==> config.mk <==
export PLATFORM = sky130hd
export DESIGN_NAME = mrwd_watchdog
export DESIGN_NICKNAME = d
export VERILOG_FILES = /design/src/rtl/mrwd_pkg.sv /design/src/rtl/mrwd_period.sv /design/src/rtl/mrwd_countdown.sv /design/src/rtl/mrwd_expiry_route.sv /design/src/rtl/mrwd_decode_regs.sv /design/src/rtl/mrwd_watchdog.sv
export SDC_FILE = /design/constraint.sdc
export NUM_CORES = 1
export LEC_CHECK = 0
export ABC_AREA = 0
export BUFFER_PORTS_ARGS = -buffer_cell sky130_fd_sc_hd__buf_4
export CORE_MARGIN = 2
export CORE_UTILIZATION = 55
export DETAILED_ROUTE_END_ITERATION = 8
export PLACE_DENSITY = 0.76
export SYNTH_ARGS = -nofsm -noshare
export SYNTH_HDL_FRONTEND = slang
export SYNTH_SLANG_ARGS = --single-unit
==> constraint.sdc <==
create_clock -name clk -period 3.8 [get_ports clk]
set_input_delay 1.14 -clock clk [delete_from_list [all_inputs] [get_ports clk]]
set_output_delay 1.14 -clock clk [all_outputs]
set_load 0.005 [all_outputs]
==> src/rtl/mrwd_pkg.sv <==
// Shared constants, field layout and types of the multiplier-resolution watchdog.
// Assumes an 8-bit register port; the control byte layout is fixed by the
// struct below (steer at the top, multiplier in the middle, resolution low).
package mrwd_pkg;
    localparam int DATA_W       = 8;
    localparam int RES_W        = 2;
    localparam int MULT_W       = 5;
    localparam int NUM_RES      = 1 << RES_W;
    localparam int MAX_SHIFT    = 2 * (NUM_RES - 1);
    localparam int CNT_W        = MULT_W + MAX_SHIFT;
    localparam int FLAG_BIT     = 7;
    localparam int AUX_HOLD_BIT = 6;

    typedef logic [DATA_W-1:0] byte_t;
    typedef logic [CNT_W-1:0]  cnt_t;

    typedef struct packed {
        logic              steer;
        logic [MULT_W-1:0] mult;
        logic [RES_W-1:0]  res;
    } ctrl_t;

    typedef enum logic [1:0] {
        SEL_NONE = 2'd0,
        SEL_CTRL = 2'd1,
        SEL_FLAG = 2'd2,
        SEL_AUX  = 2'd3
    } reg_sel_e;
endpackage

==> src/rtl/mrwd_period.sv <==
// Converts a control setting into a timeout length in ticks.
// One shifted copy of the multiplier is built per resolution code and the
// code selects among them; assumes ticks fit in CNT_W bits (true by construction).
module mrwd_period
    import mrwd_pkg::*;
(
    input  ctrl_t cfg,
    output cnt_t  ticks
);
    cnt_t cand [NUM_RES];

    // One candidate per resolution code: multiplier times 4^code.
    for (genvar g = 0; g < NUM_RES; g++) begin : g_res
        assign cand[g] = cnt_t'(cfg.mult) << (2 * g);
    end

    // Pick the candidate named by the resolution field.
    assign ticks = cand[cfg.res];
endmodule

==> src/rtl/mrwd_countdown.sv <==
// Tick-driven down counter of the watchdog.
// A restart loads a fresh period; each tick decrements a nonzero count; the
// tick that moves the count from 1 to 0 is the expiry. A zero count is idle,
// so a zero period (multiplier 0) never expires. Restart has priority over tick.
module mrwd_countdown
    import mrwd_pkg::*;
(
    input  logic clk,
    input  logic rst_n,
    input  logic tick,
    input  logic restart,
    input  cnt_t load_ticks,
    output logic expire
);
    cnt_t cnt_q;

    // Load on restart, otherwise count ticks down to zero and stop.
    always_ff @(posedge clk) begin
        if (!rst_n)
            cnt_q <= '0;
        else if (restart)
            cnt_q <= load_ticks;
        else if (tick && cnt_q != '0)
            cnt_q <= cnt_q - 1'b1;
    end

    // Expiry is the last tick of a running count that no restart overrides.
    assign expire = tick && !restart && (cnt_q == cnt_t'(1));

    p_step_r2: assert property (@(posedge clk) disable iff (!rst_n)
        (tick && !restart && cnt_q != '0) |=> (cnt_q == $past(cnt_q) - 1'b1))
        else $error("count did not step on a tick");

    p_hold_r8: assert property (@(posedge clk) disable iff (!rst_n)
        (!tick && !restart) |=> $stable(cnt_q))
        else $error("count moved without tick or restart");

    p_load_r3: assert property (@(posedge clk) disable iff (!rst_n)
        restart |=> (cnt_q == $past(load_ticks)))
        else $error("restart did not load the period");
endmodule

==> src/rtl/mrwd_expiry_route.sv <==
// Steers an expiry either to a one-cycle reset request or a one-cycle IRQ.
// Assumes expire is itself a single-cycle strobe. take_reset is combinational
// so the register block can clear its state on the same edge.
module mrwd_expiry_route (
    input  logic clk,
    input  logic rst_n,
    input  logic expire,
    input  logic steer,
    output logic take_reset,
    output logic irq_q,
    output logic rst_req_q
);
    logic take_irq;

    // Split the expiry strobe by the steering bit.
    always_comb begin
        take_reset = expire && steer;
        take_irq   = expire && !steer;
    end

    // Register both pulses so each lasts exactly one cycle.
    always_ff @(posedge clk) begin
        if (!rst_n) begin
            irq_q     <= 1'b0;
            rst_req_q <= 1'b0;
        end else begin
            irq_q     <= take_irq;
            rst_req_q <= take_reset;
        end
    end

    p_irq_single_r7: assert property (@(posedge clk) disable iff (!rst_n)
        irq_q |=> !irq_q)
        else $error("irq longer than one cycle");

    p_rst_single_r6: assert property (@(posedge clk) disable iff (!rst_n)
        rst_req_q |=> !rst_req_q)
        else $error("reset request longer than one cycle");

    p_exclusive_r6: assert property (@(posedge clk) disable iff (!rst_n)
        !(irq_q && rst_req_q))
        else $error("irq and reset request together");
endmodule

==> src/rtl/mrwd_decode_regs.sv <==
// Address decode and storage for the control, flags and auxiliary registers.
// Assumes at most one strobe matters per cycle (write wins over read). An
// access to the control register produces the restart and the period source.
module mrwd_decode_regs
    import mrwd_pkg::*;
#(
    parameter int                ADDR_W    = 13,
    parameter logic [ADDR_W-1:0] CTRL_ADDR = 13'h1FF7,
    parameter logic [ADDR_W-1:0] FLAG_ADDR = 13'h1FF0,
    parameter logic [ADDR_W-1:0] AUX_ADDR  = 13'h1FFC
) (
    input  logic              clk,
    input  logic              rst_n,
    input  logic              wr_en,
    input  logic              rd_en,
    input  logic [ADDR_W-1:0] addr,
    input  byte_t             wdata,
    input  logic              expire,
    input  logic              take_reset,
    output byte_t             rdata,
    output ctrl_t             ctrl,
    output ctrl_t             load_cfg,
    output logic              restart,
    output logic              flag
);
    reg_sel_e sel;
    logic     ctrl_wr;
    logic     aux_wr;
    ctrl_t    ctrl_q;
    byte_t    aux_q;
    logic     flag_q;

    // Map the address onto one of the register slots.
    always_comb begin
        if (addr == CTRL_ADDR)      sel = SEL_CTRL;
        else if (addr == FLAG_ADDR) sel = SEL_FLAG;
        else if (addr == AUX_ADDR)  sel = SEL_AUX;
        else                        sel = SEL_NONE;
    end

    // Access strobes and the setting a restart should load.
    always_comb begin
        ctrl_wr  = wr_en && (sel == SEL_CTRL);
        aux_wr   = wr_en && (sel == SEL_AUX);
        restart  = (wr_en || rd_en) && (sel == SEL_CTRL);
        load_cfg = ctrl_wr ? ctrl_t'(wdata) : ctrl_q;
    end

    // Control register: software write, or cleared by a reset-steered expiry.
    always_ff @(posedge clk) begin
        if (!rst_n)
            ctrl_q <= '0;
        else if (ctrl_wr)
            ctrl_q <= ctrl_t'(wdata);
        else if (take_reset)
            ctrl_q <= '0;
    end

    // Sticky expiry flag, cleared only by a control write.
    always_ff @(posedge clk) begin
        if (!rst_n)
            flag_q <= 1'b0;
        else if (ctrl_wr)
            flag_q <= 1'b0;
        else if (expire)
            flag_q <= 1'b1;
    end

    // Auxiliary byte: software write; one bit dropped on reset-steered expiry.
    always_ff @(posedge clk) begin
        if (!rst_n)
            aux_q <= '0;
        else if (aux_wr)
            aux_q <= wdata;
        else if (take_reset)
            aux_q[AUX_HOLD_BIT] <= 1'b0;
    end

    // Read mux; unmapped addresses return all ones.
    always_comb begin
        unique case (sel)
            SEL_CTRL: rdata = byte_t'(ctrl_q);
            SEL_FLAG: rdata = byte_t'(flag_q) << FLAG_BIT;
            SEL_AUX:  rdata = aux_q;
            default:  rdata = '1;
        endcase
    end

    assign ctrl = ctrl_q;
    assign flag = flag_q;

    p_flag_clear_r3: assert property (@(posedge clk) disable iff (!rst_n)
        (wr_en && addr == CTRL_ADDR) |=> !flag_q)
        else $error("control write did not clear the flag");

    p_flag_sticky_r5: assert property (@(posedge clk) disable iff (!rst_n)
        (flag_q && !(wr_en && addr == CTRL_ADDR)) |=> flag_q)
        else $error("flag dropped without a control write");

    p_aux_keep_r6: assert property (@(posedge clk) disable iff (!rst_n)
        (take_reset && !aux_wr) |=> (aux_q == ($past(aux_q) & ~(byte_t'(1) << AUX_HOLD_BIT))))
        else $error("aux bits other than the hold bit changed");
endmodule

==> src/rtl/mrwd_watchdog.sv <==
// Top of the multiplier-resolution watchdog.
// Ties the register block, the period selector, the countdown and the expiry
// router together. Assumes tick_16hz is a one-cycle pulse synchronous to clk
// and that register strobes last one cycle per access.
module mrwd_watchdog
    import mrwd_pkg::*;
#(
    parameter int                ADDR_W    = 13,
    parameter logic [ADDR_W-1:0] CTRL_ADDR = 13'h1FF7,
    parameter logic [ADDR_W-1:0] FLAG_ADDR = 13'h1FF0,
    parameter logic [ADDR_W-1:0] AUX_ADDR  = 13'h1FFC
) (
    input  logic              clk,
    input  logic              rst_n,
    input  logic              wr_en,
    input  logic              rd_en,
    input  logic [ADDR_W-1:0] addr,
    input  logic [7:0]        wdata,
    output logic [7:0]        rdata,
    input  logic              tick_16hz,
    output logic              wd_flag,
    output logic              sys_reset_req,
    output logic              irq
);
    ctrl_t ctrl;
    ctrl_t load_cfg;
    cnt_t  load_ticks;
    logic  restart;
    logic  expire;
    logic  take_reset;

    mrwd_decode_regs #(
        .ADDR_W    (ADDR_W),
        .CTRL_ADDR (CTRL_ADDR),
        .FLAG_ADDR (FLAG_ADDR),
        .AUX_ADDR  (AUX_ADDR)
    ) u_regs (
        .clk        (clk),
        .rst_n      (rst_n),
        .wr_en      (wr_en),
        .rd_en      (rd_en),
        .addr       (addr),
        .wdata      (wdata),
        .expire     (expire),
        .take_reset (take_reset),
        .rdata      (rdata),
        .ctrl       (ctrl),
        .load_cfg   (load_cfg),
        .restart    (restart),
        .flag       (wd_flag)
    );

    mrwd_period u_period (
        .cfg   (load_cfg),
        .ticks (load_ticks)
    );

    mrwd_countdown u_count (
        .clk        (clk),
        .rst_n      (rst_n),
        .tick       (tick_16hz),
        .restart    (restart),
        .load_ticks (load_ticks),
        .expire     (expire)
    );

    mrwd_expiry_route u_route (
        .clk        (clk),
        .rst_n      (rst_n),
        .expire     (expire),
        .steer      (ctrl.steer),
        .take_reset (take_reset),
        .irq_q      (irq),
        .rst_req_q  (sys_reset_req)
    );

    p_flag_with_event_r5: assert property (@(posedge clk) disable iff (!rst_n)
        (irq || sys_reset_req) |-> wd_flag)
        else $error("event output without flag");

    p_ctrl_cleared_r6: assert property (@(posedge clk) disable iff (!rst_n)
        sys_reset_req |-> (ctrl == '0))
        else $error("control not cleared on reset request");

    p_irq_keeps_ctrl_r7: assert property (@(posedge clk) disable iff (!rst_n)
        irq |-> !ctrl.steer)
        else $error("irq raised while steering to reset");
endmodule

* Word-level counts from Yosys, hierarchy flattened *
Cells that the tools add are included.

storage, ports and cells
  memories = 0
  memory bits (writable) = 0
  ROM bits = 0
  latch bits = 0
  bits in registers = 30
  output and inout bits = 11
  bits of input ports = 26

cells by class
  multiply operators = 0
  shift-type cells = 0
  reductions and logical operators = 16
  bitwise operators = 2
  mux-type cells = 14
  equal/unequal tests = 7
  div/mod/pow operators = 0
  order comparisons = 1
  add/subtract/negate cells = 1

operator list
  cell                   count
  $mux 11                4
  $eq 13x13->1 const B   3
  $pmux 8 s3             1
  $bmux 11 s2            1
  $mux 8                 2
  $eq 11x1->1 const B    1
  $reduce_bool 11->1     1
  $sub 11x1->11 const B  1
  $logic_and 1x1->1      8
  $mux 7                 1
  $mux 2                 3
  $reduce_bool 2->1      3
  $eq 2x2->1 const B     2
  $ge 3x3->1 const B     1
  $not 2->3              1
  $eq 2x1->1 const B     1
  $logic_not 1->1        2
  $mux 1                 2
  $reduce_or 2->1        1
  $logic_or 1x1->1       1
  $not 1->1              1

* Depth between registers and ports, before layout *
  depth after elaboration = 12
  gate-level depth with buffers = 7
  depth with buffers taken out = 7

* Hierarchy *
From an unflattened synthesis, not the netlist that was laid out.

unflattened totals
  cells, all modules = 248
  area, all modules = 2037.0 um^2

by module, submodules not included
  module             seq. area each (um^2)  times used  cells an instance  area each (um^2)
  mrwd_decode_regs   340.3                  1           141                1084.8
  mrwd_countdown     220.2                  1           82                 738.2
  mrwd_period        0.0                    1           20                 150.1
  mrwd_expiry_route  40.0                   1           5                  63.8

* Worst setup path after synthesis *
OpenSTA, ideal clock, no wires.

  kind = input to output
  start point = input port addr[10]
  end point = output port rdata[7]
  path slack = 0.296 ns
  stages = 5
  arrival = 2.364 ns
  cell sequence = nand3_1 -> or4_1 -> buf_2 -> o211ai_1 -> o221ai_1

on the way
  longest elaborated chain between the ends = 6
  elaborated cells on any way between the ends = 10
  classes of those cells = eq/ne (6); mux (4)

ends and longest elaborated chain
  element                                          line                    source
  from (decl)                                      mrwd_watchdog.sv:17     input logic [ADDR_W-1:0] addr,
  $eq 13x13->1                                     mrwd_decode_regs.sv:37  else if (addr == AUX_ADDR) sel = SEL_AUX;
  $mux 2                                           mrwd_decode_regs.sv:37
  $mux 2                                           mrwd_decode_regs.sv:36  else if (addr == FLAG_ADDR) sel = SEL_FLAG;
  $mux 2 *                                         mrwd_decode_regs.sv:35  if (addr == CTRL_ADDR) sel = SEL_CTRL;
  $eq 2x2->1 / $eq 2x1->1 (equally long branches)  mrwd_decode_regs.sv:81  unique case (sel)
  $pmux 8 s3 *                                     mrwd_decode_regs.sv:81
  to (decl)                                        mrwd_watchdog.sv:19     output logic [7:0] rdata,

Every way passes the cells marked *; elsewhere a longest branch is shown, timed or not.

* Final worst setup path *
  start point = input port addr[0]
  end point = output port rdata[4]

Same word-level chain as after synthesis.

==> flow_summary.ini <==
[worst_setup_path]
cp.required_ns = 2.66
worstPathArrival_ns = 2.53
path_class = input port to output port
path_max_fanout = 9
crit_path_end_kind = output port
start_kind = input port

[floorplanning]
die_w_um = 64.0
initial_core_util_pct = 58.4
coreArea_um2 = 3390
std_cell_rows = 21
io_pins = 37
fp.dieH_um = 64.0
dieArea_um2 = 4100

[synth]
synth-edff-count = 0
synthesis.nets = 256
ys.flop_type = dfxtp_1
ys_seq_elements = 30
ys_async_sr_fraction_pct = 0
postSynthCellCount = 227
synth_top_area_cell = dfxtp_1
yosysWarnings = 0
syn-cell-area_um2 = 1980
synth_top_area_share_pct = 30.3
synthTopCellsByArea = dfxtp_1 (30%), mux2i_1 (9.6%), nand2_1 (5.9%)
synthDistinctLibCells = 57
syn_avg_cell_area_um2 = 8.73
ys_seq_area_share_pct = 30.3

[routing]
wl_per_cell_um = 16.0
routed_wl_um = 5070
drt-initial-drc-count = 97
firstDrtPassIters = 4
vias = 1899
drc = 0
detail-route-antenna-nets = 0
via_per_inst = 6.01

[placed_design]
dp_hpwl_um = 3730
portBuffers = 36
routabilityCongestion = 0.870
placed_cell_area_um2 = 2320

[timing]
drv_slew = 0
finalClockSkew_ns = 0.0131
tightest_slew_ns = 0.595
finalCritPeriodShare_pct = 96.5
setup_viol = 0
fmaxAchievable_mhz = 273
period_minus_slack_ns = 3.67
slew_headroom_pct = 60.0
finalHoldViolCount = 0

[power_and_ir_drop]
power_frac_seq_pct = 36.6
comb_power_share_pct = 42.0
power_density_nw_per_um2 = 492
ir_worst_vdd_uv = 244
switching_power_uw = 455
p_int_uw = 733
clkPwrFrac_pct = 21.3
p_leak_nw = 0.978
p_sw_share_pct = 38.3

[final_layout]
final_cell_mix = buf_4 (44), nand2_1 (30), dfxtp_1 (30)
area_delta_synth_final_pct = 21.9
final_common_cell = buf_4
utilization_pct = 71.2
diodes = 0
final_area_um2 = 2410
finalNetCount = 298
drive_gt1_share_pct = 27.4

[clock_network]
root_buffer = clkbuf_4
cts_max_level = 2
cts_setup_buffers = 0
clk_pin_slew_worst_paths_ns = 0.10
ctsHoldBuffers = 0
cts.path.max_buffers = 2
insertion_delay_ns = 0.34
cts_tree = done
clock-sinks = 30
numCtsBuffers = 5

[grt]
grt_pass1_vias = 1790
grt_start_max_net_pins = 27
grt-ovfl-total = 0
antenna_found_initial = 0
grt_pass1_wl_um = 8480
grt.total_usage_pct = 26.7

[run_status]
outcome = complete, no violations

[min_path]
min_path_type = flip-flop to flip-flop

[flow_run]
cap_violations = 0
[flip-flops by register name (all words and copies together) (netlist names)]
register	cells
u_route.irq_q	1
u_regs.ctrl	8
u_regs.flag	1
u_regs.aux_q	8
u_count.cnt_q	11
u_route.rst_req_q	1
[what timing repair did]
item,in CTS,in global routing
hold endpoints to repair,0,0
resized for setup,0,3
setup endpoints to repair,0,1
[power groups by stage]
stage | Combinational, mW | Clock [mW] | Sequential [mW]
2_1_floorplan | 0.400 | 0 | 0.420
3_3_place_gp | 0.487 | 0 | 0.440
3_5_place_dp | 0.495 | 0 | 0.440
4_1_cts | 0.498 | 0.255 | 0.433
5_1_grt | 0.556 | 0.270 | 0.445
6_report | 0.499 | 0.254 | 0.435
[metal layers]
metal / vias to the layer above / track usage, % / part of all wire [%]
li1: 935 / - / -
met1: 912 / 32.0 / 44
met3: 6 / 5.46 / 4.6
met5: - / 0 / 0
met4: 0 / 7.88 / 1.0
met2: 46 / 47.7 / 50
[synth_stat cells (3+ instances only)]
master	n
buf_2	3
nand4_1	4
nor3_1	3
o221a_1	3
o22ai_1	4
dfxtp_1	30
o21ai_1	3
o221a_2	7
ha_1	3
nor4_1	3
or4_1	4
nand3_1	9
nand2b_1	6
mux2i_1	19
inv_1	6
o211a_1	4
a21oi_1	8
o21ai_0	5
nor2_1	10
nand2_1	31
nor2b_1	10
o211ai_1	3
clkbuf_1	4
[through the flow]
stage	worst slack [ns]	hold slack [ns]	cells	TNS (ns)	power, mW
4_1_cts	0.0853	0.483	316	0	1.19
3_3_place_gp	0.110	0.459	308	0	0.926
5_1_grt	-0.00332	0.513	316	-0.00332	1.27
6_report	0.133	0.487	316	0	1.19
2_1_floorplan	0.296	0.446	227	0	0.820
3_5_place_dp	0.107	0.471	308	0	0.935
[worst max-delay path: stages]
cell and delay (ns):
buf_4 0.12, or2_2 0.31, nor4_4 0.27, nand3_1 0.11, buf_4 0.18, o221a_2 0.27
buf_4 0.13
[cell families (layout without fill, tap and decap cells)]
kind of cell | count (synthesis) | after routing | share of synthesized area (%)
and+or+nand+nor | 99 | 99 | 29.2
AOI/OAI and AO/OA | 56 | 56 | 22.7
DFF | 30 | 30 | 30.3
muxes | 22 | 22 | 11.5
buffers and inverters | 15 | 58 | 3.47
adders and majority gates | 3 | 3 | 1.90
xor gates and xnor gates | 2 | 2 | 0.885
[worst paths after layout]
path	from	to	slack, ns	cells after the start
worst min register to register	u_regs.aux_q[6]$_SDFFE_PN0P_	u_regs.aux_q[6]$_SDFFE_PN0P_	0.49	2
worst max-delay path	addr[0]	rdata[4]	0.13	7
worst min-delay path	u_regs.aux_q[6]$_SDFFE_PN0P_	u_regs.aux_q[6]$_SDFFE_PN0P_	0.49	2
worst max register to register	u_count.cnt_q[2]$_SDFFE_PN0P_	u_regs.aux_q[6]$_SDFFE_PN0P_	1.78	5
[final cells by class]
class                      instances  area (um2)
multi-input combinational        182        1330
timing repair buffer              44         330
clock inverter                     1        30.0
sequential                        30         601
fill                             275         976
clock buffer                       7        45.0
tap                               46        57.6
inverter                           6        22.5
Note: power is estimated with default switching activity, not from simulation.
